## src/rtl/plc_pkg.sv

```systemverilog
package plc_pkg;

    localparam int MDIO_DW  = 16;
    localparam int MDIO_AW  = 5;
    localparam int LINK_BIT = 2;
    localparam int PAUSE_BIT = 10;

    localparam logic [MDIO_AW-1:0] REG_CTRL = 5'd0;
    localparam logic [MDIO_AW-1:0] REG_STAT = 5'd1;
    localparam logic [MDIO_AW-1:0] REG_ADV  = 5'd4;
    localparam logic [MDIO_AW-1:0] REG_LPA  = 5'd5;

    localparam logic [MDIO_DW-1:0] CTRL_RESTART = 16'h1200;
    localparam logic [MDIO_DW-1:0] ADV_BASE     = 16'h01E1;

    typedef enum logic [1:0] {
        MODE_HWNEG = 2'b00,
        MODE_POLL  = 2'b01,
        MODE_DOWN  = 2'b10,
        MODE_UP    = 2'b11
    } lmode_e;

    typedef enum logic [2:0] {
        ST_HOLD, ST_START, ST_GAP, ST_BUSY, ST_WAIT
    } seq_st_e;

    typedef enum logic [2:0] {
        STP_ADV, STP_CTL, STP_RD1A, STP_RD1B, STP_RD5
    } step_e;

    typedef struct packed {
        logic spd10;
        logic half;
        logic fc_on;
    } lcfg_t;

    typedef struct packed {
        seq_st_e state;
        step_e   step;
        lmode_e  mode;
        logic    adv_pause;
    } seq_t;

    typedef struct packed {
        logic  link;
        lcfg_t cfg;
    } lstate_t;

    typedef struct packed {
        logic flag;
        logic up;
    } irq_t;

    // Pick the best mode shared with the partner; our side offers all four.
    function automatic lcfg_t resolve_lpa(input logic [MDIO_DW-1:0] lpa, input logic adv_pause);
        lcfg_t r;
        if (lpa[8]) begin
            r.spd10 = 1'b0; r.half = 1'b0;
        end else if (lpa[7]) begin
            r.spd10 = 1'b0; r.half = 1'b1;
        end else if (lpa[6]) begin
            r.spd10 = 1'b1; r.half = 1'b0;
        end else begin
            r.spd10 = 1'b1; r.half = 1'b1;
        end
        r.fc_on = adv_pause & lpa[PAUSE_BIT];
        return r;
    endfunction

endpackage

```

## src/rtl/plc_poll_timer.sv

```systemverilog
module plc_poll_timer #(
    parameter int POLL_CYCLES = 1000
) (
    input  logic clk,
    input  logic rst_n,
    input  logic run,
    output logic done
);
    localparam int CW = $clog2(POLL_CYCLES + 1);
    localparam logic [CW-1:0] LAST = CW'(POLL_CYCLES - 1);

    logic [CW-1:0] cnt_d, cnt_q;

    always_comb begin
        cnt_d = cnt_q;
        done  = 1'b0;
        if (!run) begin
            cnt_d = '0;
        end else if (cnt_q == LAST) begin
            done  = 1'b1;
            cnt_d = '0;
        end else begin
            cnt_d = cnt_q + 1'b1;
        end
    end

    always_ff @(posedge clk or negedge rst_n) begin
        if (!rst_n) cnt_q <= '0;
        else        cnt_q <= cnt_d;
    end

    p_timer_bound_r3: assert property (@(posedge clk) disable iff (!rst_n)
        cnt_q <= LAST);

endmodule

```

## src/rtl/plc_mdio_seq.sv

```systemverilog
module plc_mdio_seq
    import plc_pkg::*;
(
    input  logic               clk,
    input  logic               rst_n,
    input  logic [1:0]         cfg_mode,
    input  logic               cfg_fc_off,
    input  logic               tmr_done,
    output logic               tmr_run,
    output logic               mdio_req,
    output logic               mdio_we,
    output logic [MDIO_AW-1:0] mdio_reg,
    output logic [MDIO_DW-1:0] mdio_wdata,
    input  logic               mdio_ack,
    input  logic [MDIO_DW-1:0] mdio_rdata,
    output lmode_e             mode,
    output logic               adv_pause,
    output logic               poll_vld,
    output logic               poll_link,
    output logic               lpa_vld
);
    localparam seq_t SEQ_RST = '{state: ST_HOLD, step: STP_RD1A, mode: MODE_DOWN, adv_pause: 1'b0};

    seq_t seq_d, seq_q;
    logic mode_chg;

    always_comb begin
        seq_d    = seq_q;
        poll_vld = 1'b0;
        lpa_vld  = 1'b0;
        mode_chg = (lmode_e'(cfg_mode) != seq_q.mode);

        case (seq_q.state)
            ST_BUSY: begin
                if (mdio_ack) begin
                    if (mode_chg) begin
                        seq_d.state = ST_START;
                        seq_d.mode  = lmode_e'(cfg_mode);
                    end else begin
                        case (seq_q.step)
                            STP_ADV: begin
                                seq_d.state = ST_GAP;
                                seq_d.step  = STP_CTL;
                            end
                            STP_CTL: begin
                                seq_d.state = ST_GAP;
                                seq_d.step  = STP_RD1A;
                            end
                            STP_RD1A: begin
                                seq_d.state = ST_GAP;
                                seq_d.step  = STP_RD1B;
                            end
                            STP_RD1B: begin
                                poll_vld = 1'b1;
                                if (seq_q.mode == MODE_HWNEG && mdio_rdata[LINK_BIT]) begin
                                    seq_d.state = ST_GAP;
                                    seq_d.step  = STP_RD5;
                                end else begin
                                    seq_d.state = ST_WAIT;
                                end
                            end
                            default: begin
                                lpa_vld     = 1'b1;
                                seq_d.state = ST_WAIT;
                            end
                        endcase
                    end
                end
            end
            default: begin
                if (mode_chg) begin
                    seq_d.state = ST_START;
                    seq_d.mode  = lmode_e'(cfg_mode);
                end else begin
                    case (seq_q.state)
                        ST_START: begin
                            case (seq_q.mode)
                                MODE_HWNEG: begin
                                    seq_d.state     = ST_BUSY;
                                    seq_d.step      = STP_ADV;
                                    seq_d.adv_pause = ~cfg_fc_off;
                                end
                                MODE_POLL: begin
                                    seq_d.state = ST_BUSY;
                                    seq_d.step  = STP_RD1A;
                                end
                                default: seq_d.state = ST_HOLD;
                            endcase
                        end
                        ST_GAP:  seq_d.state = ST_BUSY;
                        ST_WAIT: begin
                            if (tmr_done) begin
                                seq_d.state = ST_GAP;
                                seq_d.step  = STP_RD1A;
                            end
                        end
                        default: seq_d.state = seq_q.state;
                    endcase
                end
            end
        endcase
    end

    always_ff @(posedge clk or negedge rst_n) begin
        if (!rst_n) seq_q <= SEQ_RST;
        else        seq_q <= seq_d;
    end

    always_comb begin
        logic [MDIO_DW-1:0] adv;
        adv            = ADV_BASE;
        adv[PAUSE_BIT] = seq_q.adv_pause;
        mdio_req   = (seq_q.state == ST_BUSY);
        mdio_we    = (seq_q.step == STP_ADV) || (seq_q.step == STP_CTL);
        case (seq_q.step)
            STP_ADV: begin mdio_reg = REG_ADV;  mdio_wdata = adv;          end
            STP_CTL: begin mdio_reg = REG_CTRL; mdio_wdata = CTRL_RESTART; end
            STP_RD5: begin mdio_reg = REG_LPA;  mdio_wdata = '0;           end
            default: begin mdio_reg = REG_STAT; mdio_wdata = '0;           end
        endcase
    end

    assign tmr_run   = (seq_q.state == ST_WAIT);
    assign mode      = seq_q.mode;
    assign adv_pause = seq_q.adv_pause;
    assign poll_link = mdio_rdata[LINK_BIT];

    p_req_hold_r11: assert property (@(posedge clk) disable iff (!rst_n)
        (mdio_req && !mdio_ack) |=> (mdio_req && $stable(mdio_reg) && $stable(mdio_we) && $stable(mdio_wdata)));

    p_gap_after_ack_r11: assert property (@(posedge clk) disable iff (!rst_n)
        (mdio_req && mdio_ack) |=> !mdio_req);

    p_poll_read_only_r5: assert property (@(posedge clk) disable iff (!rst_n)
        (mdio_req && seq_q.mode == MODE_POLL) |-> (!mdio_we && mdio_reg == REG_STAT));

    p_forced_quiet_r6: assert property (@(posedge clk) disable iff (!rst_n)
        (seq_q.mode[1] && !mdio_req) |=> !mdio_req);

endmodule

```

## src/rtl/plc_link_state.sv

```systemverilog
module plc_link_state
    import plc_pkg::*;
(
    input  logic               clk,
    input  logic               rst_n,
    input  lmode_e             mode,
    input  logic               cfg_spd10,
    input  logic               cfg_half,
    input  logic               cfg_fc_off,
    input  logic               cfg_asym,
    input  logic               adv_pause,
    input  logic               poll_vld,
    input  logic               poll_link,
    input  logic               lpa_vld,
    input  logic [MDIO_DW-1:0] lpa_word,
    output logic               chg_evt,
    output logic               link_up,
    output logic               speed_10,
    output logic               full_dpx,
    output logic               pause_rx_en,
    output logic               pause_tx_en
);
    localparam lstate_t LS_RST = '{link: 1'b0, cfg: '{spd10: 1'b0, half: 1'b0, fc_on: 1'b0}};

    lstate_t ls_d, ls_q;

    always_comb begin
        ls_d    = ls_q;
        chg_evt = 1'b0;
        case (mode)
            MODE_DOWN: ls_d.link = 1'b0;
            MODE_UP: begin
                ls_d.link      = 1'b1;
                ls_d.cfg.spd10 = cfg_spd10;
                ls_d.cfg.half  = cfg_half;
                ls_d.cfg.fc_on = ~cfg_fc_off;
            end
            default: begin
                if (poll_vld) begin
                    ls_d.link = poll_link;
                    chg_evt   = (poll_link != ls_q.link);
                end
                if (lpa_vld && mode == MODE_HWNEG) begin
                    ls_d.cfg = resolve_lpa(lpa_word, adv_pause);
                end
            end
        endcase
    end

    always_ff @(posedge clk or negedge rst_n) begin
        if (!rst_n) ls_q <= LS_RST;
        else        ls_q <= ls_d;
    end

    assign link_up     = ls_q.link;
    assign speed_10    = ls_q.cfg.spd10;
    assign full_dpx    = ~ls_q.cfg.half;
    assign pause_rx_en = ls_q.cfg.fc_on;
    assign pause_tx_en = ls_q.cfg.fc_on & ~cfg_asym;

    p_poll_cfg_frozen_r5: assert property (@(posedge clk) disable iff (!rst_n)
        (mode == MODE_POLL && !lpa_vld) |=> $stable(ls_q.cfg));

endmodule

```

## src/rtl/plc_link_irq.sv

```systemverilog
module plc_link_irq
    import plc_pkg::*;
(
    input  logic clk,
    input  logic rst_n,
    input  logic evt,
    input  logic evt_up,
    input  logic clr,
    output logic irq,
    output logic irq_up
);
    irq_t irq_d, irq_q;

    always_comb begin
        irq_d      = irq_q;
        irq_d.flag = (irq_q.flag & ~clr) | evt;
        if (evt) irq_d.up = evt_up;
    end

    always_ff @(posedge clk or negedge rst_n) begin
        if (!rst_n) irq_q <= '0;
        else        irq_q <= irq_d;
    end

    assign irq    = irq_q.flag;
    assign irq_up = irq_q.up;

    p_irq_sticky_r9: assert property (@(posedge clk) disable iff (!rst_n)
        (irq && !clr) |=> irq);

    p_irq_clear_r10: assert property (@(posedge clk) disable iff (!rst_n)
        (clr && !evt) |=> !irq);

endmodule

```

## src/rtl/phy_link_ctl.sv

```systemverilog
module phy_link_ctl
    import plc_pkg::*;
#(
    parameter int POLL_CYCLES = 1000
) (
    input  logic        clk,
    input  logic        rst_n,
    input  logic [1:0]  cfg_mode,
    input  logic        cfg_spd10,
    input  logic        cfg_half,
    input  logic        cfg_fc_off,
    input  logic        cfg_asym,
    output logic        mdio_req,
    output logic        mdio_we,
    output logic [4:0]  mdio_reg,
    output logic [15:0] mdio_wdata,
    input  logic        mdio_ack,
    input  logic [15:0] mdio_rdata,
    output logic        link_up,
    output logic        speed_10,
    output logic        full_dpx,
    output logic        pause_rx_en,
    output logic        pause_tx_en,
    output logic        irq,
    output logic        irq_up,
    input  logic        irq_clr
);
    logic   tmr_run, tmr_done;
    lmode_e mode;
    logic   adv_pause, poll_vld, poll_link, lpa_vld, chg_evt;

    plc_poll_timer #(.POLL_CYCLES(POLL_CYCLES)) u_timer (
        .clk(clk), .rst_n(rst_n), .run(tmr_run), .done(tmr_done)
    );

    plc_mdio_seq u_seq (
        .clk(clk), .rst_n(rst_n),
        .cfg_mode(cfg_mode), .cfg_fc_off(cfg_fc_off),
        .tmr_done(tmr_done), .tmr_run(tmr_run),
        .mdio_req(mdio_req), .mdio_we(mdio_we), .mdio_reg(mdio_reg),
        .mdio_wdata(mdio_wdata), .mdio_ack(mdio_ack), .mdio_rdata(mdio_rdata),
        .mode(mode), .adv_pause(adv_pause),
        .poll_vld(poll_vld), .poll_link(poll_link), .lpa_vld(lpa_vld)
    );

    plc_link_state u_state (
        .clk(clk), .rst_n(rst_n), .mode(mode),
        .cfg_spd10(cfg_spd10), .cfg_half(cfg_half),
        .cfg_fc_off(cfg_fc_off), .cfg_asym(cfg_asym),
        .adv_pause(adv_pause), .poll_vld(poll_vld), .poll_link(poll_link),
        .lpa_vld(lpa_vld), .lpa_word(mdio_rdata), .chg_evt(chg_evt),
        .link_up(link_up), .speed_10(speed_10), .full_dpx(full_dpx),
        .pause_rx_en(pause_rx_en), .pause_tx_en(pause_tx_en)
    );

    plc_link_irq u_irq (
        .clk(clk), .rst_n(rst_n), .evt(chg_evt), .evt_up(poll_link),
        .clr(irq_clr), .irq(irq), .irq_up(irq_up)
    );

    p_irq_tracks_link_r9: assert property (@(posedge clk) disable iff (!rst_n)
        $rose(irq) |-> ((link_up != $past(link_up)) && (irq_up == link_up)));

    p_forced_link_r7: assert property (@(posedge clk) disable iff (!rst_n)
        (mode == MODE_UP && $past(mode) == MODE_UP) |-> link_up);

endmodule

```

## config.mk

```make
export PLATFORM = sky130hd
export DESIGN_NAME = phy_link_ctl
export DESIGN_NICKNAME = d
export VERILOG_FILES = /design/src/rtl/plc_pkg.sv /design/src/rtl/plc_poll_timer.sv /design/src/rtl/plc_mdio_seq.sv /design/src/rtl/plc_link_state.sv /design/src/rtl/plc_link_irq.sv /design/src/rtl/phy_link_ctl.sv
export SDC_FILE = /design/constraint.sdc
export NUM_CORES = 1
export LEC_CHECK = 0
export CAP_MARGIN = 20
export CORE_MARGIN = 1.5
export CORE_UTILIZATION = 49
export CTS_CLUSTER_SIZE = 24
export DETAILED_ROUTE_END_ITERATION = 8
export PLACE_DENSITY = 0.85
export SLEW_MARGIN = 0
export SYNTH_ARGS = -nofsm -noshare
export SYNTH_HDL_FRONTEND = slang
export SYNTH_SLANG_ARGS = --single-unit
```

## constraint.sdc

```tcl
create_clock -name clk -period 5.68 [get_ports clk]
set_clock_uncertainty 0.05 [all_clocks]
set_input_delay 1.704 -clock clk [delete_from_list [all_inputs] [get_ports clk]]
set_output_delay 1.704 -clock clk [all_outputs]
set_load 0.005 [all_outputs]
```

==> impl_metrics.yaml <==
outcome:
  status: "complete, no violations"
setup_path:
  cp_slowest_cell: "clkdlybuf4s50_1"
  critPathKind: "input port to primary output"
  crit_top_cell: "clkdlybuf4s50_1"
  startpoint_type: "input port"
  cp_cell_sequence: "clkdlybuf4s50_1 -> nor2b_1 -> clkdlybuf4s50_1"
  cpPeakStageDelay_ns: 0.50
  critPathRequiredTime_ns: 3.93
  ff2ff_setup_slack_ns: 3.40
  crit_fanout: 1
  cp_data_arrival_time_ns: 2.70
  crit_path_end_kind: "primary output"
cells_and_area:
  fillers: 281
  nNetsFinal: 228
  final_cell_mix: "clkdlybuf4s50_1, dfrtp_1, nor2_1, conb_1, inv_1"
  final_area_um2: 1950
  final_common_cell: "clkdlybuf4s50_1"
  multi_input_area_um2: 845
  ff_latch_area_um2: 628
  diodes: 0
  area_delta_synth_final_pct: 19.7
  layout-drive-gt1-share_pct: 7.50
clock_network:
  ctsResizeCount: 0
  clkTransAtPathRegs_ns: 0.12
  cts_buffer_depth: 2
  cts_setup_buffers: 0
  cts_tree: "done"
  cts_buffers: 3
  clock_latency_ns: 0.31
  postCtsHoldBufs: 0
  htreeDepth: 1
  clockRootBuffer: "clkbuf_4"
  cts_num_sinks: 25
sta:
  fin_tns_setup_ns: 0
  min_period_over_period_pct: 78.4
  finalSetupViolCount: 0
  drv_slew: 0
  tightest_slew_ns: 0.507
  period_needed_ns: 4.45
  report.final.hold_viol_count: 0
  rsz0062_at_grt: "false"
  slew_headroom_pct: 66.2
  max_freq_ghz: 0.225
logic_synthesis:
  synth_ff_type: "dfrtp_1"
  async_flop_share_pct: 100
  syn_area_per_cell_um2: 9.31
  syn_inst: 175
  ys.warnings.count: 0
  synth_area_um2: 1630
  synthDistinctLibCells: 53
  synth_edf_count: 0
  ys_seq_area_share_pct: 38.6
  ys_seq_elements: 25
drt:
  antenna_left: 0
  via_per_inst: 5.23
  drtPass1Iterations: 4
  drc_errors: 0
  vias: 1277
  wl_per_cell_um: 12.1
  drt_iter0_markers: 54
  routed_wl_um: 2960
pwr:
  p_seq_share_pct: 42.5
  p_leak_nw: 0.789
  powerDensity_nw_per_um2: 284
  switching_power_w: 0.000174
  p_sw_share_pct: 31.4
  pwr-share-comb_pct: 43.6
  internal-power_w: 0.000380
  peakVddDrop_v: 0.000137
  clkPwrFrac_pct: 13.8
die:
  die_area_um2: 3680
  pin_count: 56
  die_w_um: 60.7
  die_h_um: 60.7
  initial_core_util_pct: 52.5
  rows: 20
  core_area_um2: 3100
worst_hold_path:
  min_path_type: "register to register"
place:
  gp_congestion: 0.883
  dp_hpwl_um: 2260
  placed_area_um2: 1920
  io_buffers: 33
global_route:
  grt_antenna_before_repair: 0
  grt_max_degree: 21
  track_usage_pct: 18.0
  grt-ovfl-total: 0
  grt_pass1_vias: 1115
  grt_pass1_wl_um: 5050
run:
  drv_cap: 0
==> final timing paths <==
path / to / cells past startpoint / from
max: pause_tx_en / 3 / cfg_asym
min: u_timer.cnt_q[0] / 1 / u_timer.cnt_q[0]
max reg2reg: u_seq.seq_q[3] / 4 / u_seq.mode[1]
min reg2reg: u_timer.cnt_q[0] / 1 / u_timer.cnt_q[0]
max in group asynchronous: u_seq.seq_q[4] / 2 / rst_n
min in group asynchronous: u_timer.cnt_q[3] / 1 / rst_n
==> flip-flops by register name, summed over array words and instances (netlist names) <==
name and count:
u_irq.irq 1, u_irq.irq_up 1, u_seq.adv_pause 1, u_seq.mode 2, u_seq.seq_q 6, u_state.link_up 1, u_state.ls_q 1, u_state.pause_rx_en 1
u_state.speed_10 1, u_timer.cnt_q 10
==> per-layer routing <==
metal | wire (µm) | global-route usage, % | vias to the layer above
met3 | 122 | 1.92 | 2
met2 | 1310 | 25.5 | 37
met4 | 27 | 5.59 | 0
li1 | - | - | 643
met5 | 0 | 0 | -
met1 | 1490 | 28.8 | 595
==> cell type report <==
type                            instances  area share, %
Tap cell                               44           2.82
Multi-Input combinational cell        127           43.3
Inverter                               10           1.93
Clock buffer                            4           1.35
Timing Repair Buffer                   34           18.4
Sequential cell                        25           32.2
==> cell usage after synthesis (3+ instances only) <==
library cell / number / share of area (%)
dfrtp_1: 23 / 35
nor2_1: 20 / 4.6
a21oi_1: 3 / 0.92
xnor2_1: 6 / 3.2
xor2_1: 5 / 2.7
nor2b_1: 6 / 2.3
buf_4: 16 / 7.4
mux2_2: 5 / 3.5
inv_1: 10 / 2.3
nand3_1: 4 / 1.2
nor4_1: 4 / 1.5
mux2i_1: 3 / 1.8
clkbuf_1: 4 / 0.92
nor3_1: 5 / 1.5
o21ai_0: 7 / 2.2
nand2_1: 7 / 1.6
==> critical path, delay by kind of cell <==
kind                   cells  cell delay [ns]
and+or+nand+nor            1             0.10
buffers and inverters      2             0.90
==> power groups by stage <==
stage | clock network, W | registers, W | logic [W]
after floorplan | 0 | 0.000217 | 0.000157
after detailed placement | 0 | 0.000239 | 0.000243
after global routing | 0.0000886 | 0.000241 | 0.000269
final | 0.0000766 | 0.000236 | 0.000242
after global placement | 0 | 0.000237 | 0.000235
after CTS | 0.0000812 | 0.000235 | 0.000244
==> cell families (layout without fill, tap and decap cells) <==
| group | Yosys count | after routing | share of synthesized area (%) |
|---|---|---|---|
| other | 1 | 11 | 0.230 |
| AOI/OAI and AO/OA | 29 | 29 | 14.1 |
| adders and majority gates | 1 | 1 | 0.768 |
| xor gates and xnor gates | 11 | 11 | 5.91 |
| muxes | 10 | 10 | 6.68 |
| DFF | 25 | 25 | 38.6 |
| buffers and inverters | 33 | 48 | 11.9 |
| and+or+nand+nor | 65 | 65 | 21.8 |
==> stage by stage <==
stage	power, W	setup slack [ns]	cells	hold slack, ns	utilization (%)
4_1_cts	0.000560	1.23	244	0.426	62.8
2_1_floorplan	0.000374	2.11	185	0.383	-
3_3_place_gp	0.000473	1.22	239	0.396	61.1
5_1_grt	0.000598	1.16	244	0.443	62.8
6_report	0.000554	1.23	244	0.425	62.8
3_5_place_dp	0.000481	1.23	240	0.408	62.0
Power figures use the tool's default switching activity.
